==> src/rtl/dpc_pkg.sv <==
package dpc_pkg;
  typedef enum logic [2:0] {
    ST_IDLE,
    ST_PRE,
    ST_ACT,
    ST_COL,
    ST_GAP,
    ST_OPEN
  } dpc_state_e;

  typedef enum logic [1:0] {
    MODE_BASIC = 2'd0,
    MODE_BURST = 2'd1,
    MODE_PAGE  = 2'd2,
    MODE_PAGE2 = 2'd3
  } dpc_mode_e;
endpackage

==> src/rtl/dpc_timer.sv <==
module dpc_timer #(
  parameter int W = 4
) (
  input  logic         clk_i,
  input  logic         rst_ni,
  input  logic         load_i,
  input  logic [W-1:0] load_val_i,
  output logic         done_o
);
  logic [W-1:0] cnt_q;

  always_ff @(posedge clk_i or negedge rst_ni) begin
    if (!rst_ni)               cnt_q <= '0;
    else if (load_i)           cnt_q <= load_val_i;
    else if (cnt_q != '0)      cnt_q <= cnt_q - 1'b1;
  end

  assign done_o = (cnt_q == '0);
endmodule

==> src/rtl/dpc_col_gen.sv <==
module dpc_col_gen #(
  parameter int COL_W = 4
) (
  input  logic             clk_i,
  input  logic             rst_ni,
  input  logic             load_i,
  input  logic [COL_W-1:0] start_col_i,
  input  logic [3:0]       nbeats_i,
  input  logic             adv_i,
  output logic [COL_W-1:0] col_o,
  output logic             last_o
);
  logic [COL_W-1:0] col_q;
  logic [3:0]       left_q;

  always_ff @(posedge clk_i or negedge rst_ni) begin
    if (!rst_ni) begin
      col_q  <= '0;
      left_q <= '0;
    end else if (load_i) begin
      col_q  <= start_col_i;
      left_q <= nbeats_i - 4'd1;
    end else if (adv_i && left_q != '0) begin
      col_q  <= col_q + 1'b1;   // wraps within the row
      left_q <= left_q - 4'd1;
    end
  end

  assign col_o  = col_q;
  assign last_o = (left_q == '0);
endmodule

==> src/rtl/dpc_row_track.sv <==
module dpc_row_track #(
  parameter int ROW_W = 4
) (
  input  logic             clk_i,
  input  logic             rst_ni,
  input  logic             open_i,
  input  logic             close_i,
  input  logic [ROW_W-1:0] row_i,
  input  logic [ROW_W-1:0] cmp_row_i,
  output logic             hit_o
);
  logic             vld_q;
  logic [ROW_W-1:0] row_q;

  always_ff @(posedge clk_i or negedge rst_ni) begin
    if (!rst_ni) begin
      vld_q <= 1'b0;
      row_q <= '0;
    end else if (close_i) begin
      vld_q <= 1'b0;
    end else if (open_i) begin
      vld_q <= 1'b1;
      row_q <= row_i;
    end
  end

  assign hit_o = vld_q && (row_q == cmp_row_i);
endmodule

==> src/rtl/dram_page_ctrl.sv <==
module dram_page_ctrl
  import dpc_pkg::*;
#(
  parameter int ROW_W      = 4,
  parameter int COL_W      = 4,
  parameter int DATA_W     = 8,
  parameter int ROW_CYCLES = 6,
  parameter int COL_CYCLES = 1,
  parameter int PRE_CYCLES = 2
) (
  input  logic                                         clk_i,
  input  logic                                         rst_ni,
  input  logic                                         req_valid_i,
  output logic                                         req_ready_o,
  input  logic [ROW_W-1:0]                             req_row_i,
  input  logic [COL_W-1:0]                             req_col_i,
  input  logic [1:0]                                   req_blen_i,
  input  logic [1:0]                                   req_mode_i,
  output logic                                         ras_no,
  output logic                                         cas_no,
  output logic [((ROW_W > COL_W) ? ROW_W : COL_W)-1:0] dram_addr_o,
  input  logic [DATA_W-1:0]                            dram_data_i,
  output logic                                         rd_valid_o,
  output logic [DATA_W-1:0]                            rd_data_o
);
  localparam int AW    = (ROW_W > COL_W) ? ROW_W : COL_W;
  localparam int MAXC  = (ROW_CYCLES > PRE_CYCLES) ?
                         ((ROW_CYCLES > COL_CYCLES) ? ROW_CYCLES : COL_CYCLES) :
                         ((PRE_CYCLES > COL_CYCLES) ? PRE_CYCLES : COL_CYCLES);
  localparam int TW    = $clog2(MAXC + 1);
  localparam logic [TW-1:0] ROW_LD = TW'(ROW_CYCLES - 1);
  localparam logic [TW-1:0] COL_LD = TW'(COL_CYCLES - 1);
  localparam logic [TW-1:0] PRE_LD = TW'(PRE_CYCLES - 1);

  dpc_state_e       state_q, state_d;
  dpc_mode_e        mode_q;
  logic [ROW_W-1:0] row_q;
  logic             pend_q, pend_d;
  logic             accept, hit, t_done, t_load, col_last, col_adv;
  logic [TW-1:0]    t_val;
  logic [COL_W-1:0] col_cur;
  logic [3:0]       nbeats;
  logic             row_open, row_close;

  assign req_ready_o = (state_q == ST_IDLE) || (state_q == ST_OPEN);
  assign accept      = req_valid_i && req_ready_o;
  assign nbeats      = (dpc_mode_e'(req_mode_i) == MODE_BURST) ? (4'd1 << req_blen_i) : 4'd1;

  dpc_timer #(.W(TW)) u_timer (
    .clk_i      (clk_i),
    .rst_ni     (rst_ni),
    .load_i     (t_load),
    .load_val_i (t_val),
    .done_o     (t_done)
  );

  dpc_col_gen #(.COL_W(COL_W)) u_colgen (
    .clk_i       (clk_i),
    .rst_ni      (rst_ni),
    .load_i      (accept),
    .start_col_i (req_col_i),
    .nbeats_i    (nbeats),
    .adv_i       (col_adv),
    .col_o       (col_cur),
    .last_o      (col_last)
  );

  dpc_row_track #(.ROW_W(ROW_W)) u_rowtrk (
    .clk_i     (clk_i),
    .rst_ni    (rst_ni),
    .open_i    (row_open),
    .close_i   (row_close),
    .row_i     (row_q),
    .cmp_row_i (req_row_i),
    .hit_o     (hit)
  );

  // request capture
  always_ff @(posedge clk_i or negedge rst_ni) begin
    if (!rst_ni) begin
      row_q  <= '0;
      mode_q <= MODE_BASIC;
    end else if (accept) begin
      row_q  <= req_row_i;
      mode_q <= dpc_mode_e'(req_mode_i);
    end
  end

  always_comb begin
    state_d   = state_q;
    pend_d    = pend_q;
    t_load    = 1'b0;
    t_val     = '0;
    col_adv   = 1'b0;
    row_open  = 1'b0;
    row_close = 1'b0;
    unique case (state_q)
      ST_IDLE: if (accept) begin
        state_d = ST_ACT;
        t_load  = 1'b1;
        t_val   = ROW_LD;
      end
      ST_OPEN: if (accept) begin
        if (hit && dpc_mode_e'(req_mode_i) != MODE_BASIC) begin
          state_d = ST_COL;
          t_load  = 1'b1;
          t_val   = COL_LD;
        end else begin
          state_d   = ST_PRE;
          pend_d    = 1'b1;
          row_close = 1'b1;
          t_load    = 1'b1;
          t_val     = PRE_LD;
        end
      end
      ST_PRE: if (t_done) begin
        if (pend_q) begin
          state_d = ST_ACT;
          t_load  = 1'b1;
          t_val   = ROW_LD;
        end else begin
          state_d = ST_IDLE;
        end
        pend_d = 1'b0;
      end
      ST_ACT: if (t_done) begin
        state_d  = ST_COL;
        row_open = 1'b1;
        t_load   = 1'b1;
        t_val    = COL_LD;
      end
      ST_COL: if (t_done) begin
        if (!col_last) begin
          state_d = ST_GAP;
          col_adv = 1'b1;
        end else if (mode_q == MODE_BASIC) begin
          state_d   = ST_PRE;
          pend_d    = 1'b0;
          row_close = 1'b1;
          t_load    = 1'b1;
          t_val     = PRE_LD;
        end else begin
          state_d = ST_OPEN;
        end
      end
      ST_GAP: begin
        state_d = ST_COL;
        t_load  = 1'b1;
        t_val   = COL_LD;
      end
      default: state_d = ST_IDLE;
    endcase
  end

  always_ff @(posedge clk_i or negedge rst_ni) begin
    if (!rst_ni) begin
      state_q <= ST_IDLE;
      pend_q  <= 1'b0;
    end else begin
      state_q <= state_d;
      pend_q  <= pend_d;
    end
  end

  // read return: sample in the last cycle of each column phase
  always_ff @(posedge clk_i or negedge rst_ni) begin
    if (!rst_ni) begin
      rd_valid_o <= 1'b0;
      rd_data_o  <= '0;
    end else begin
      rd_valid_o <= (state_q == ST_COL) && t_done;
      if ((state_q == ST_COL) && t_done) rd_data_o <= dram_data_i;
    end
  end

  assign ras_no      = (state_q == ST_IDLE) || (state_q == ST_PRE);
  assign cas_no      = (state_q != ST_COL);
  assign dram_addr_o = (state_q == ST_COL || state_q == ST_GAP || state_q == ST_OPEN) ?
                       AW'(col_cur) : AW'(row_q);
endmodule

==> config.mk <==
export PLATFORM = sky130hd
export DESIGN_NAME = dram_page_ctrl
export DESIGN_NICKNAME = d
export VERILOG_FILES = /design/src/rtl/dpc_pkg.sv /design/src/rtl/dpc_timer.sv /design/src/rtl/dpc_col_gen.sv /design/src/rtl/dpc_row_track.sv /design/src/rtl/dram_page_ctrl.sv
export SDC_FILE = /design/constraint.sdc
export NUM_CORES = 1
export LEC_CHECK = 0
export BUFFER_PORTS_ARGS = -buffer_cell sky130_fd_sc_hd__buf_2
export CAP_MARGIN = 20
export CORE_MARGIN = 2
export CORE_UTILIZATION = 58
export DETAILED_ROUTE_END_ITERATION = 8
export MAX_ROUTING_LAYER = met4
export PLACE_DENSITY = 0.84
export SLEW_MARGIN = 20
export SYNTH_ARGS = -nofsm -noshare
export SYNTH_HDL_FRONTEND = slang
export SYNTH_SLANG_ARGS = --single-unit
==> constraint.sdc <==
create_clock -name clk_i -period 4 [get_ports clk_i]
set_clock_uncertainty 0.05 [all_clocks]
set_input_delay 0.4 -clock clk_i [delete_from_list [all_inputs] [get_ports clk_i]]
set_output_delay 0.4 -clock clk_i [all_outputs]
set_load 0.02 [all_outputs]
### Word-level counts from Yosys, hierarchy flattened

Index checks and enable logic that the tools add are counted.

* bits in registers: 35
* input bits: 23

* $add $sub $neg: 4
* eq/ne operators: 16
* shift-type cells: 1
* mux-type cells: 51
* bitwise logic cells: 1
* reduce and logical (&&, ||, !) cells: 24

Operators by type and width (count)
* two-way mux 3 bit: 12
* two-way mux 1 bit: 26
* two-way mux 4 bit: 6
* one-hot mux 3 bit (6 select lines): 1
* != test 2 bit (second input constant): 8
* one-hot mux 3 bit (4 select lines): 1
* nonzero test 2 bit: 4
* subtractor 4 x 1 -> 4 bit (second input constant): 2
* AND reduction 7 bit: 1
* == test 3 x 2 -> 1 bit (second input constant): 2
* == test 3 bit (second input constant): 2
* logical NOT 3 bit: 2
* nonzero test 3 bit: 2
* logical AND 1 bit: 5
* one-hot mux 1 bit (5 select lines): 1
* AND reduction 5 bit: 1
* adder 4 x 1 -> 4 bit (second input constant): 1
* == test 4 bit: 1
* logical NOT 4 bit: 1
* logical OR 1 bit: 4
* two-way mux 2 bit: 2
* nonzero test 4 bit: 1
* << shifter 1 x 2 -> 4 bit (first input constant): 1
* == test 3 x 1 -> 1 bit (second input constant): 1
* 9 further kinds: 9

### Longest topological paths before layout

* word-level depth: 8
* gate-level depth with buffers: 10
* gate-level depth less buffers: 8

### Modules after synthesis

From an unflattened synthesis, not the netlist that was laid out.

* cells, all modules: 182
* area total of the unflattened synthesis: 1988.2 um^2

By module, submodules not included
* dram_page_ctrl: instances 1, cells each 96, area each 1064.8 um^2
* dpc_col_gen: instances 1, cells each 47, area each 480.5 um^2
* dpc_row_track: instances 1, cells each 18, area each 242.7 um^2
* dpc_timer: instances 1, cells each 21, area each 200.2 um^2

### Worst setup path after synthesis

Ideal clock, no wire load.

* path kind: reg2reg
* from: register state_q[2]
* to: register u_colgen.left_q[2]
* arrival: 1881 ps
* required time: 3824 ps
* path slack: 1943 ps
* stages on the path, launching flop included: 11
* buffers on the path: 3
* path through: dfrtp_1 -> buf_2 -> xnor2_1 -> and3_1 -> clkbuf_1 -> buf_2 -> o21ai_0 -> ha_1 -> nand4_1 -> xor2_1 -> mux2i_1

* cells in the longest elaborated chain, start to end: 4

RTL lines
* from (decl): line dram_page_ctrl.sv:35 `dpc_state_e state_q, state_d;`
* from (signal assigned): line dram_page_ctrl.sv:160 `state_q <= state_d;`
* == test 3 x 2 -> 1 bit (tied with other cells): line dram_page_ctrl.sv:97 `unique case (state_q)`
* two-way mux 1 bit / logical OR 1 bit (equally long branches): line dram_page_ctrl.sv:97, dram_page_ctrl.sv:45
* logical AND 1 bit, on equally long branches: line dpc_col_gen.sv:23, dram_page_ctrl.sv:46
* nonzero test 2 bit (no source line) / two-way mux 4 bit (equally long branches)
* to (signal assigned): line dpc_col_gen.sv:22 `left_q <= nbeats_i - 4'd1;`
* to (signal assigned): line dpc_col_gen.sv:25 `left_q <= left_q - 4'd1;`
* to (decl): line dpc_col_gen.sv:14 `logic [3:0] left_q;`

Parallel ways exist; a longest one is shown, timed or not.
A chain may end at the register's enable or synchronous reset.

### Worst setup path after layout

* from: register state_q[0]
* to: output dram_addr_o[0] (netlist name)

* cells in the longest elaborated chain, start to end: 4

RTL lines
* == test 3 x 2 -> 1 bit / == test 3 bit (equally long branches): line dram_page_ctrl.sv:178 `assign dram_addr_o = (state_q == ST_COL || state_q == ST_GAP || state_q == ST_OPEN) ?`
* logical OR 1 bit: line dram_page_ctrl.sv:178
* logical OR 1 bit *: line dram_page_ctrl.sv:178
* two-way mux 4 bit *: line dram_page_ctrl.sv:178
* to (decl): line dram_page_ctrl.sv:21 `output logic [((ROW_W > COL_W) ? ROW_W : COL_W)-1:0] dram_addr_o,`

Mark *: on every way between the ends. The rest lies on a longest branch, timed or not.

==> flow_summary.yaml <==
synthesis:
  synth.avg_cell_area_um2: 10.2
  yosysMostFrequentCell: "dfrtp_1"
  ys_seq_area_share_pct: 47.0
  synth_area_leaders: "dfrtp_1, mux2_2, nand2_1, xnor2_1, ha_1"
  synth-seq-cells: 35
  synth_edf_count: 0
  ys_types: 46
  synth_top_area_share_pct: 47.0
  syn_nets: 209
  synthFlopType: "dfrtp_1"
  yosys-top-cells-count: "dfrtp_1, nand2_1, mux2_2"
  synth_top_area_cell: "dfrtp_1"
  async_flop_share_pct: 100
  netlist_area_um2: 1860
  synth_warnings: 0
  syn_inst: 182
power:
  cellLeakagePower_nw: 0.988
  seq_power_share_pct: 39.7
  p_clk_share_pct: 11.2
  p_int_mw: 0.948
  p_sw_mw: 0.701
  power.total_mw: 1.65
  p_comb_share_pct: 49.1
  peakVddDrop_v: 0.000426
  p_per_area_nw_per_um2: 779
  sw_frac_of_total_pct: 42.5
timing:
  hold_viol_final: 0
  worst_slew_pin_slew_ns: 0.758
  max_clock_freq_mhz: 379
  rsz0062_at_grt: "false"
  period_needed_ns: 2.64
  slew_headroom_pct: 49.5
  setup_viol: 0
  period_share_pct: 65.9
  tns_ns: 0
  slew_violations: 0
drt:
  via_per_inst: 5.57
  wirelength_um: 3980
  antenna_left: 0
  first_iter_violations: 63
  drcViolationCount: 0
  firstDrtPassIters: 4
  vias: 1471
  wl_per_cell_um: 15.1
floorplanning:
  ios: 39
  core_um2: 3050
  start_util_pct: 61.0
  die_h_um: 60.7
  rows: 20
  design.die.area_um2: 3680
  chipWidth_um: 60.7
finish:
  nNetsFinal: 246
  fillers: 259
  insertedDiodeCount: 0
  area_delta_synth_final_pct: 13.6
  drive_above_1_share_pct: 29.5
  regArea_um2: 876
  multiInputGateArea_um2: 922
clock_network:
  clock_latency_ns: 0.34
  postCtsSetupRepairBufs: 0
  cts_root_buf: "clkbuf_4"
  h-tree-depth: 2
  hold_buffers: 0
  path_clk_slew_ns: 0.10
  cts_tree: "built"
  cts_buffers: 5
  cts.sinks: 35
  cts.path.max_buffers: 2
  cts_resized: 0
worst_setup_path:
  worst_ep_arrival_time_ns: 2.19
  end_kind: "primary output"
  critical_path_class: "reg2out"
  path_max_fanout: 14
  critPathLaunchType: "register"
  rr_worst_depth: 8
  required_ns: 3.55
place:
  portBuffers: 38
  gp_congestion: 0.849
  dp_hpwl_um: 3020
global_route:
  antenna_found_initial: 0
  grt_pass1_vias: 1435
  grt_first_pass_wirelength_um: 6670
  gr-total-overflow: 0
  track_usage_pct: 26.0
  grt_max_degree: 36
status:
  status: "finished, final reports clean"
run:
  maxCapViolCount: 0
min_path:
  hp-class: "in2async"
[stage by stage]
stage                     util [%]  std cells  worst slack (ns)  instance area (um^2)  hold WS (ns)
final                         69.3        264              1.36                  2120        0.0733
after global routing          69.3        264              1.18                  2120         0.139
after CTS                     69.3        264              1.37                  2120        0.0974
after detailed placement      67.7        256              1.46                  2070         0.414
after global placement        67.7        256              1.61                  2070         0.414
after floorplan                  -        182              1.94                  1860        0.0544
[registers in the layout (all words and copies together) (netlist names)]
name / count
rd_valid_o: 1
mode_q: 2
state_q: 3
u_colgen.col_o: 4
u_rowtrk.vld_q: 1
rd_data_o: 8
u_rowtrk.row_q: 4
u_timer.cnt_q: 3
u_colgen.left_q: 4
pend_q: 1
row_q: 4
[critical path, stage by stage (launching register included)]
cell      delay [ns]
dfrtp_1         0.60
and2_0          0.35
nand2b_1        0.17
nand2_1         0.20
mux2_2          0.36
buf_2           0.16
[area by class of cell]
cell class	instances	share of cell area, %
multi-input combinational	133	43.6
sequential	35	41.4
clock buffer	7	2.13
timing repair buffer	38	8.99
tap	44	2.60
inverter	6	1.06
clock inverter	1	0.237
[metal layers]
metal / routed length, um / vias to the layer above / global-route usage (%) / part of all wire (%)
met1: 1720 / 716 / 32.5 / 43
li1: - / 712 / - / -
met4: 68 / 0 / 10.9 / 1.7
met5: 0 / - / - / 0
met2: 2000 / 35 / 40.2 / 50
met3: 184 / 8 / 6.40 / 4.6
[layout by cell type (no fill, tap or decap), drive strengths merged, types with 5 or more instances in the layout]
cell type  count
nand2b         5
nand2         29
xnor2          8
dfrtp         35
clkbuf         7
nor2          11
a21oi          5
o21ai          9
mux2          16
inv            6
buf           38
[power by group through the flow]
stage | sequential (mW) | combinational, mW | clock [mW]
global placement | 0.650 | 0.775 | 0
floorplan | 0.665 | 0.585 | 0
CTS | 0.653 | 0.814 | 0.186
finish | 0.656 | 0.810 | 0.184
global route | 0.673 | 0.892 | 0.201
detailed placement | 0.660 | 0.810 | 0
[kinds of logic after synthesis]
group / after synthesis / share of synthesized area (%)
AOI/OAI and AO/OA: 29 / 10.5
xor gates and xnor gates: 12 / 5.65
adders and majority gates: 4 / 2.69
buffers and inverters: 14 / 3.43
DFF: 35 / 47.0
muxes: 18 / 10.8
and+or+nand+nor: 70 / 20.0
[path summary, 6_finish.rpt]
check,from,endpoint,slack (ns)
worst min-delay path,rst_ni,rd_data_o[7],0.07
min in group clk_i,req_col_i[2],u_colgen.col_o[2],0.21
worst max register to register,state_q[0],u_colgen.left_q[2],1.42
worst max-delay path,state_q[0],dram_addr_o[0],1.36
max in group asynchronous,rst_ni,u_timer.cnt_q[2],3.35
worst min register to register,mode_q[1],mode_q[1],0.44
(Power assumes the default switching activity.)
